<file path="src/rtl/evt_timing_pkg.sv">
package evt_timing_pkg;

    parameter int unsigned INTV_W  = 12;
    parameter int unsigned LABEL_W = 8;
    parameter int unsigned OP_W    = 10;

    typedef logic [INTV_W-1:0]  intv_t;
    typedef logic [LABEL_W-1:0] label_t;
    typedef logic [OP_W-1:0]    op_t;

    // one time point: gap since the previous point plus its tag
    typedef struct packed {
        intv_t  gap;
        label_t tag;
    } tpoint_t;

    // one event: operation plus the tag of the point it waits for
    typedef struct packed {
        op_t    op;
        label_t tag;
    } event_t;

    localparam int unsigned TPOINT_W = $bits(tpoint_t);
    localparam int unsigned EVENT_W  = $bits(event_t);

    typedef enum logic {
        CTRL_IDLE = 1'b0,
        CTRL_RUN  = 1'b1
    } ctrl_state_t;

    function automatic logic tag_hit(input label_t head_tag, input label_t bcast_tag);
        return head_tag == bcast_tag;
    endfunction

endpackage

</file>
<file path="src/rtl/evt_fifo.sv">
module evt_fifo #(
    parameter int unsigned W     = 8,
    parameter int unsigned DEPTH = 16
) (
    input  logic         clk,
    input  logic         rst,
    input  logic         push,
    input  logic [W-1:0] din,
    input  logic         pop,
    output logic [W-1:0] dout,
    output logic         empty,
    output logic         full
);
    localparam int unsigned AW = (DEPTH > 1) ? $clog2(DEPTH) : 1;
    localparam int unsigned CW = AW + 1;

    logic [W-1:0]  mem [DEPTH];
    logic [AW-1:0] wr_ptr, rd_ptr;
    logic [CW-1:0] count;
    logic          do_push, do_pop;

    assign empty   = (count == '0);
    assign full    = (count == CW'(DEPTH));
    assign do_push = push & ~full;
    assign do_pop  = pop & ~empty;
    assign dout    = mem[rd_ptr];

    function automatic logic [AW-1:0] bump(input logic [AW-1:0] p);
        return (p == AW'(DEPTH - 1)) ? '0 : p + AW'(1);
    endfunction

    always_ff @(posedge clk) begin
        if (do_push) mem[wr_ptr] <= din;
    end

    always_ff @(posedge clk) begin
        if (rst) begin
            wr_ptr <= '0;
            rd_ptr <= '0;
            count  <= '0;
        end else begin
            if (do_push) wr_ptr <= bump(wr_ptr);
            if (do_pop)  rd_ptr <= bump(rd_ptr);
            case ({do_push, do_pop})
                2'b10:   count <= count + CW'(1);
                2'b01:   count <= count - CW'(1);
                default: count <= count;
            endcase
        end
    end

    // occupancy never passes the capacity
    p_no_overflow_r10: assert property (@(posedge clk) disable iff (rst)
        count <= CW'(DEPTH));

    // a push into a full queue without a pop leaves it full and the head unchanged
    p_full_push_ignored_r10: assert property (@(posedge clk) disable iff (rst)
        (full && push && !pop) |=> (full && $stable(dout)));

endmodule

</file>
<file path="src/rtl/evt_time_ctrl.sv">
module evt_time_ctrl
    import evt_timing_pkg::*;
(
    input  logic  clk,
    input  logic  rst,
    input  logic  start_cmd,
    input  logic  ext_trig,
    input  logic  stop_cmd,
    input  logic  tq_empty,
    input  intv_t head_gap,
    output logic  hit,
    output logic  running,
    output logic  underflow
);
    ctrl_state_t state_q;
    intv_t       cnt_q;
    logic        trig_q;
    logic        go;

    assign go      = start_cmd | (ext_trig & ~trig_q);
    assign running = (state_q == CTRL_RUN);
    assign hit     = running & ~stop_cmd & ~tq_empty & (cnt_q == head_gap);

    always_ff @(posedge clk) begin
        if (rst) begin
            state_q   <= CTRL_IDLE;
            cnt_q     <= '0;
            trig_q    <= 1'b0;
            underflow <= 1'b0;
        end else begin
            trig_q <= ext_trig;
            if (stop_cmd) begin
                state_q <= CTRL_IDLE;
            end else begin
                case (state_q)
                    CTRL_IDLE: begin
                        if (go) begin
                            state_q   <= CTRL_RUN;
                            cnt_q     <= '0;
                            underflow <= 1'b0;
                        end
                    end
                    CTRL_RUN: begin
                        if (tq_empty) begin
                            state_q   <= CTRL_IDLE;
                            underflow <= 1'b1;
                        end else if (hit) begin
                            cnt_q <= '0;
                        end else begin
                            cnt_q <= cnt_q + intv_t'(1);
                        end
                    end
                    default: state_q <= CTRL_IDLE;
                endcase
            end
        end
    end

    // the sticky flag is only ever seen with the counter halted
    p_underflow_idle_r8: assert property (@(posedge clk) disable iff (rst)
        underflow |-> !running);

    // the running count never passes the gap of the current head
    p_cnt_bound_r2: assert property (@(posedge clk) disable iff (rst)
        (running && !tq_empty) |-> (cnt_q <= head_gap));

    // a stop command always halts the counter at the next edge
    p_stop_halts_r9: assert property (@(posedge clk) disable iff (rst)
        stop_cmd |=> !running);

endmodule

</file>
<file path="src/rtl/evt_fire_lane.sv">
module evt_fire_lane
    import evt_timing_pkg::*;
(
    input  logic   clk,
    input  logic   rst,
    input  logic   hit,
    input  label_t bcast_tag,
    input  event_t head,
    input  logic   empty,
    output logic   pop,
    output logic   fire_valid,
    output op_t    fire_op
);
    assign pop = hit & ~empty & tag_hit(head.tag, bcast_tag);

    always_ff @(posedge clk) begin
        if (rst) begin
            fire_valid <= 1'b0;
            fire_op    <= '0;
        end else begin
            fire_valid <= pop;
            if (pop) fire_op <= head.op;
        end
    end

    // a non-matching head survives the broadcast untouched
    p_hold_unmatched_r5: assert property (@(posedge clk) disable iff (rst)
        (hit && !empty && (head.tag != bcast_tag)) |=> (!empty && $stable(head)));

endmodule

</file>
<file path="src/rtl/evt_timing_ctrl.sv">
module evt_timing_ctrl
    import evt_timing_pkg::*;
#(
    parameter int unsigned NUM_EQ   = 4,
    parameter int unsigned EQ_DEPTH = 16,
    parameter int unsigned TQ_DEPTH = 16
) (
    input  logic                           clk,
    input  logic                           rst,
    input  logic                           start_cmd,
    input  logic                           ext_trig,
    input  logic                           stop_cmd,
    input  logic                           tp_push,
    input  logic [INTV_W-1:0]              tp_interval,
    input  logic [LABEL_W-1:0]             tp_label,
    output logic                           tp_full,
    input  logic [NUM_EQ-1:0]              ev_push,
    input  logic [NUM_EQ-1:0][OP_W-1:0]    ev_op,
    input  logic [NUM_EQ-1:0][LABEL_W-1:0] ev_label,
    output logic [NUM_EQ-1:0]              ev_full,
    output logic                           running,
    output logic                           underflow,
    output logic                           tick_valid,
    output logic [LABEL_W-1:0]             tick_label,
    output logic [NUM_EQ-1:0]              fire_valid,
    output logic [NUM_EQ-1:0][OP_W-1:0]    fire_op
);
    tpoint_t               tq_in, tq_head;
    logic [TPOINT_W-1:0]   tq_head_raw;
    logic                  tq_empty;
    logic                  hit;

    assign tq_in   = '{gap: tp_interval, tag: tp_label};
    assign tq_head = tpoint_t'(tq_head_raw);

    evt_fifo #(.W(TPOINT_W), .DEPTH(TQ_DEPTH)) u_tq (
        .clk   (clk),
        .rst   (rst),
        .push  (tp_push),
        .din   (tq_in),
        .pop   (hit),
        .dout  (tq_head_raw),
        .empty (tq_empty),
        .full  (tp_full)
    );

    evt_time_ctrl u_ctrl (
        .clk       (clk),
        .rst       (rst),
        .start_cmd (start_cmd),
        .ext_trig  (ext_trig),
        .stop_cmd  (stop_cmd),
        .tq_empty  (tq_empty),
        .head_gap  (tq_head.gap),
        .hit       (hit),
        .running   (running),
        .underflow (underflow)
    );

    always_ff @(posedge clk) begin
        if (rst) begin
            tick_valid <= 1'b0;
            tick_label <= '0;
        end else begin
            tick_valid <= hit;
            if (hit) tick_label <= tq_head.tag;
        end
    end

    for (genvar g = 0; g < NUM_EQ; g++) begin : g_lane
        event_t             ev_in, ev_head;
        logic [EVENT_W-1:0] ev_head_raw;
        logic               ev_empty;
        logic               ev_pop;

        assign ev_in   = '{op: ev_op[g], tag: ev_label[g]};
        assign ev_head = event_t'(ev_head_raw);

        evt_fifo #(.W(EVENT_W), .DEPTH(EQ_DEPTH)) u_eq (
            .clk   (clk),
            .rst   (rst),
            .push  (ev_push[g]),
            .din   (ev_in),
            .pop   (ev_pop),
            .dout  (ev_head_raw),
            .empty (ev_empty),
            .full  (ev_full[g])
        );

        evt_fire_lane u_lane (
            .clk        (clk),
            .rst        (rst),
            .hit        (hit),
            .bcast_tag  (tq_head.tag),
            .head       (ev_head),
            .empty      (ev_empty),
            .pop        (ev_pop),
            .fire_valid (fire_valid[g]),
            .fire_op    (fire_op[g])
        );
    end

    // a released event is always accompanied by the label broadcast
    p_fire_with_tick_r4: assert property (@(posedge clk) disable iff (rst)
        (|fire_valid) |-> tick_valid);

    // the flag rises only as the counter halts
    p_underflow_halt_r8: assert property (@(posedge clk) disable iff (rst)
        $rose(underflow) |-> $fell(running));

endmodule

</file>
<file path="config.mk">
export PLATFORM = sky130hd
export DESIGN_NAME = evt_timing_ctrl
export DESIGN_NICKNAME = d
export VERILOG_FILES = /design/src/rtl/evt_timing_pkg.sv /design/src/rtl/evt_fifo.sv /design/src/rtl/evt_time_ctrl.sv /design/src/rtl/evt_fire_lane.sv /design/src/rtl/evt_timing_ctrl.sv
export SDC_FILE = /design/constraint.sdc
export NUM_CORES = 1
export LEC_CHECK = 0
export BUFFER_PORTS_ARGS = -buffer_cell sky130_fd_sc_hd__buf_2
export CAP_MARGIN = 40
export CORE_ASPECT_RATIO = 0.9
export CORE_MARGIN = 1
export CORE_UTILIZATION = 56
export DETAILED_ROUTE_END_ITERATION = 12
export PLACE_DENSITY = 0.75
export SLEW_MARGIN = 20
export SYNTH_ARGS = -nofsm -noshare
export SYNTH_HDL_FRONTEND = slang
export SYNTH_HIERARCHICAL = 1
export SYNTH_SLANG_ARGS = --single-unit
</file>
<file path="constraint.sdc">
create_clock -name clk -period 5 [get_ports clk]
set_input_delay 0.25 -clock clk [delete_from_list [all_inputs] [get_ports clk]]
set_output_delay 0.25 -clock clk [all_outputs]
set_load 0.01 [all_outputs]
</file>
==> out/qor.yml <==
status:
  status: "finished, final reports clean"
placed_design:
  portBuffers: 161
  place_congestion: 0.755
  postPlaceCellArea_mm2: 0.0676
  dp_hpwl_mm: 79.3
floorplan:
  ios: 162
  initial_core_util: 0.568
  dieWidth_um: 360
  die_h_um: 324
  die-area_mm2: 0.117
  core_area_mm2: 0.114
  placementRows: 117
layout:
  layout_common_cells: "1472 x edfxtp_1, 303 x mux4_2, 163 x clkbuf_16"
  final_common_cell: "edfxtp_1"
  fin_nets: 3566
  area_growth_pct: 14.5
  drive_above_1_share: 0.270
  stdcell_area_mm2: 0.0740
routing:
  ant_nets: 0
  vias: 31400
  finalWirelength_mm: 141
  drt_iter0_markers: 3280
  dr.max_layer_used: "met5"
  wire_per_inst_um: 27.9
  wl_met1_mm: 56.4
  wl_met2_mm: 70.4
  route.detailed.drc: 0
  dr_wl_met3_mm: 10.6
  vias_per_cell: 6.22
  dr.pass1.iters: 5
worst_setup_path:
  critical_path_peak_fanout: 8
  required_ns: 5.66
  worstReg2RegEnd: "g_lane[1].u_eq/count[4]"
  worstSetupStartpointType: "register"
  crit_type: "reg2reg"
  end_kind: "register"
  cp.arrival_ns: 5.48
  rrSetupSlack_ns: 0.18
  worstRegToRegCells: 20
cts:
  cts-buffers-inserted: 158
  clock-sinks: 1625
  clockBufferDepth: 3
  worstSkewPairLatency_ns: 0.78
  htree_levels: 4
  path_clk_slew_ns: 0.06
  clockRootBuffer: "clkbuf_16"
  cts_tree: "built"
power_and_ir_drop:
  powerDensity_mw_per_mm2: 368
  peakVddDrop_uv: 330
  p_leak_nw: 24.3
synth:
  yosysTopAreaCell: "edfxtp_1"
  synth.cell_area_mm2: 0.0646
  syn_avg_cell_area_um2: 21.7
  ys_ff_latch: 1625
  yosys.area.top_type_share: 0.684
  synth_cell_types: 52
  yosys-top-cells-area: "edfxtp_1 68%, mux4_2 10%, mux4_1 6.5%"
  syn_inst: 2984
  yosysSeqAreaShare: 0.731
  synth_ff_type: "edfxtp_1"
  mappedNetlistNets: 3127
  yosys_warnings: 6
  synth_edf_count: 1472
  synthArstFlopShare: 0
grt:
  antenna_found_initial: 10
  grt.total_usage: 0.241
  grt_pass1_wl_mm: 207
  grt_max_degree: 85
  grt_pass1_vias: 32300
  grt.overflow.total: 0
timing:
  slew-limit-headroom: 0.405
  setup_violations: 0
  drv_slew: 0
  finalCritPeriodShare: 0.964
  worst_slew_pin_slew_ns: 0.893
  hold_violations: 0
  max_freq_mhz: 207
  fin_skew_ns: 0.0268
  post-route-min-period_ns: 4.82
  whs_ns: 0.265
job:
  cap_violations: 0
worst_hold_path:
  min_from: "ext_trig"
  holdPathEnd: "u_ctrl/trig_q"
  whs_path_depth: 3
  hold_class: "in2reg"
==> worst max path at each step <==
stage | depth (start not counted) | slack, ns | endpoint
after global placement | 20 | -0.12 | g_lane[3].u_eq/count[4]
after detailed placement | 20 | -0.27 | g_lane[3].u_eq/count[4]
after global routing | 21 | -0.03 | g_lane[2].u_eq/count[2]
final | 20 | 0.18 | g_lane[1].u_eq/count[4]
after CTS | 19 | 0.05 | g_lane[0].u_eq/count[4]
after floorplan | 23 | 0.006 | g_lane[1].u_eq/count[4]
==> final cells by class <==
type                       instances  area [um^2]
antenna                            3         7.51
clock buffer                     220         4370
clock inverter                    78          631
fill                            7054        39700
inverter                          31          124
multi-input combinational       1169        16400
sequential                      1625        47300
tap                             1487         1860
timing repair buffer             438         3390
==> routing by layer <==
metal  vias up  GRT usage
li1      13300          -
met1     16500      0.332
met2      1335      0.393
met3       227     0.0465
met4        10     0.0768
met5         -          0
==> repair_timing <==
action | 4_1_cts | 5_1_grt
endpoints found under the hold margin | 1500 | 0
cloned | 0 | 3
buffers inserted | 0 | 15
setup endpoints to repair | 12 | 11
pin swaps | 1 | 8
gates resized for setup | 6 | 31
hold buffers | 103 | 0
==> worst max-delay path, stage by stage (launching register included) <==
cell and delay (ns):
dfxtp_4 0.45, buf_12 0.16, mux4_1 0.53, mux4_2 0.52
xnor2_2 0.15, nand4_1 0.17, or4_4 0.64, inv_8 0.12
buf_6 0.11, nor3b_4 0.18, nand3_2 0.10, inv_2 0.09
o21ai_4 0.06, inv_2 0.08, ha_4 0.14, xor2_1 0.17
ha_2 0.22, and3b_1 0.16, o21ai_0 0.07, a31oi_1 0.20
mux2_2 0.36
==> cells by family after synthesis <==
kind of cell    Yosys count  synth area share
mux                     533             0.181
flops                  1625             0.731
simple gates            379            0.0347
fa+ha+maj                41           0.00794
compound gates          138            0.0148
buf+inv                 190            0.0196
xor+xnor                 78            0.0107
==> cell usage after synthesis, types with 10 or more instances <==
cell type / instances
buf_6: 50
a311o_1: 10
nand2_1: 25
edfxtp_1: 1472
o211ai_1: 10
xor2_1: 63
mux4_1: 159
xnor2_1: 14
mux2i_1: 63
clkbuf_1: 50
ha_1: 41
nor4b_1: 25
buf_1: 26
nor3_1: 11
buf_2: 19
inv_1: 31
mux2_2: 10
and2_1: 65
a21oi_1: 47
o21ai_4: 10
mux4_2: 301
nor2_1: 87
dfxtp_1: 153
nand2b_1: 81
o21ai_0: 30
nor2b_1: 18
==> flip-flops by register name, indices dropped and copies added (netlist names), 8 cells and up, named ones only <==
name                   flops
u_tq/mem                 320
g_lane.u_eq/count         20
g_lane.u_eq/wr_ptr        16
u_ctrl/cnt_q              12
g_lane.u_eq/rd_ptr        16
g_lane.u_lane/fire_op     40
tick_label                 8
g_lane.u_eq/mem         1152
==> stage by stage <==
| step | std cells | util | power [W] | worst slack [ns] | setup TNS (ns) |
|---|---|---|---|---|---|
| floorplan | 2984 | - | 0.0157 | 0.00619 | 0 |
| global placement | 4624 | 0.594 | 0.0159 | -0.121 | -0.317 |
| detailed placement | 4628 | 0.595 | 0.0160 | -0.265 | -1.15 |
| CTS | 5029 | 0.648 | 0.0274 | 0.0478 | 0 |
| global route | 5050 | 0.651 | 0.0280 | -0.0279 | -0.0643 |
| finish | 5051 | 0.651 | 0.0273 | 0.178 | 0 |
==> power by group <==
part	leakage [nW]	internal (W)	switching, W	total [W]
clock network	2.44	0.00646	0.00500	0.0115
logic	7.29	0.000300	0.000502	0.000802
registers	14.5	0.0149	0.0000605	0.0150
Note: power is estimated with default switching activity, not from simulation.
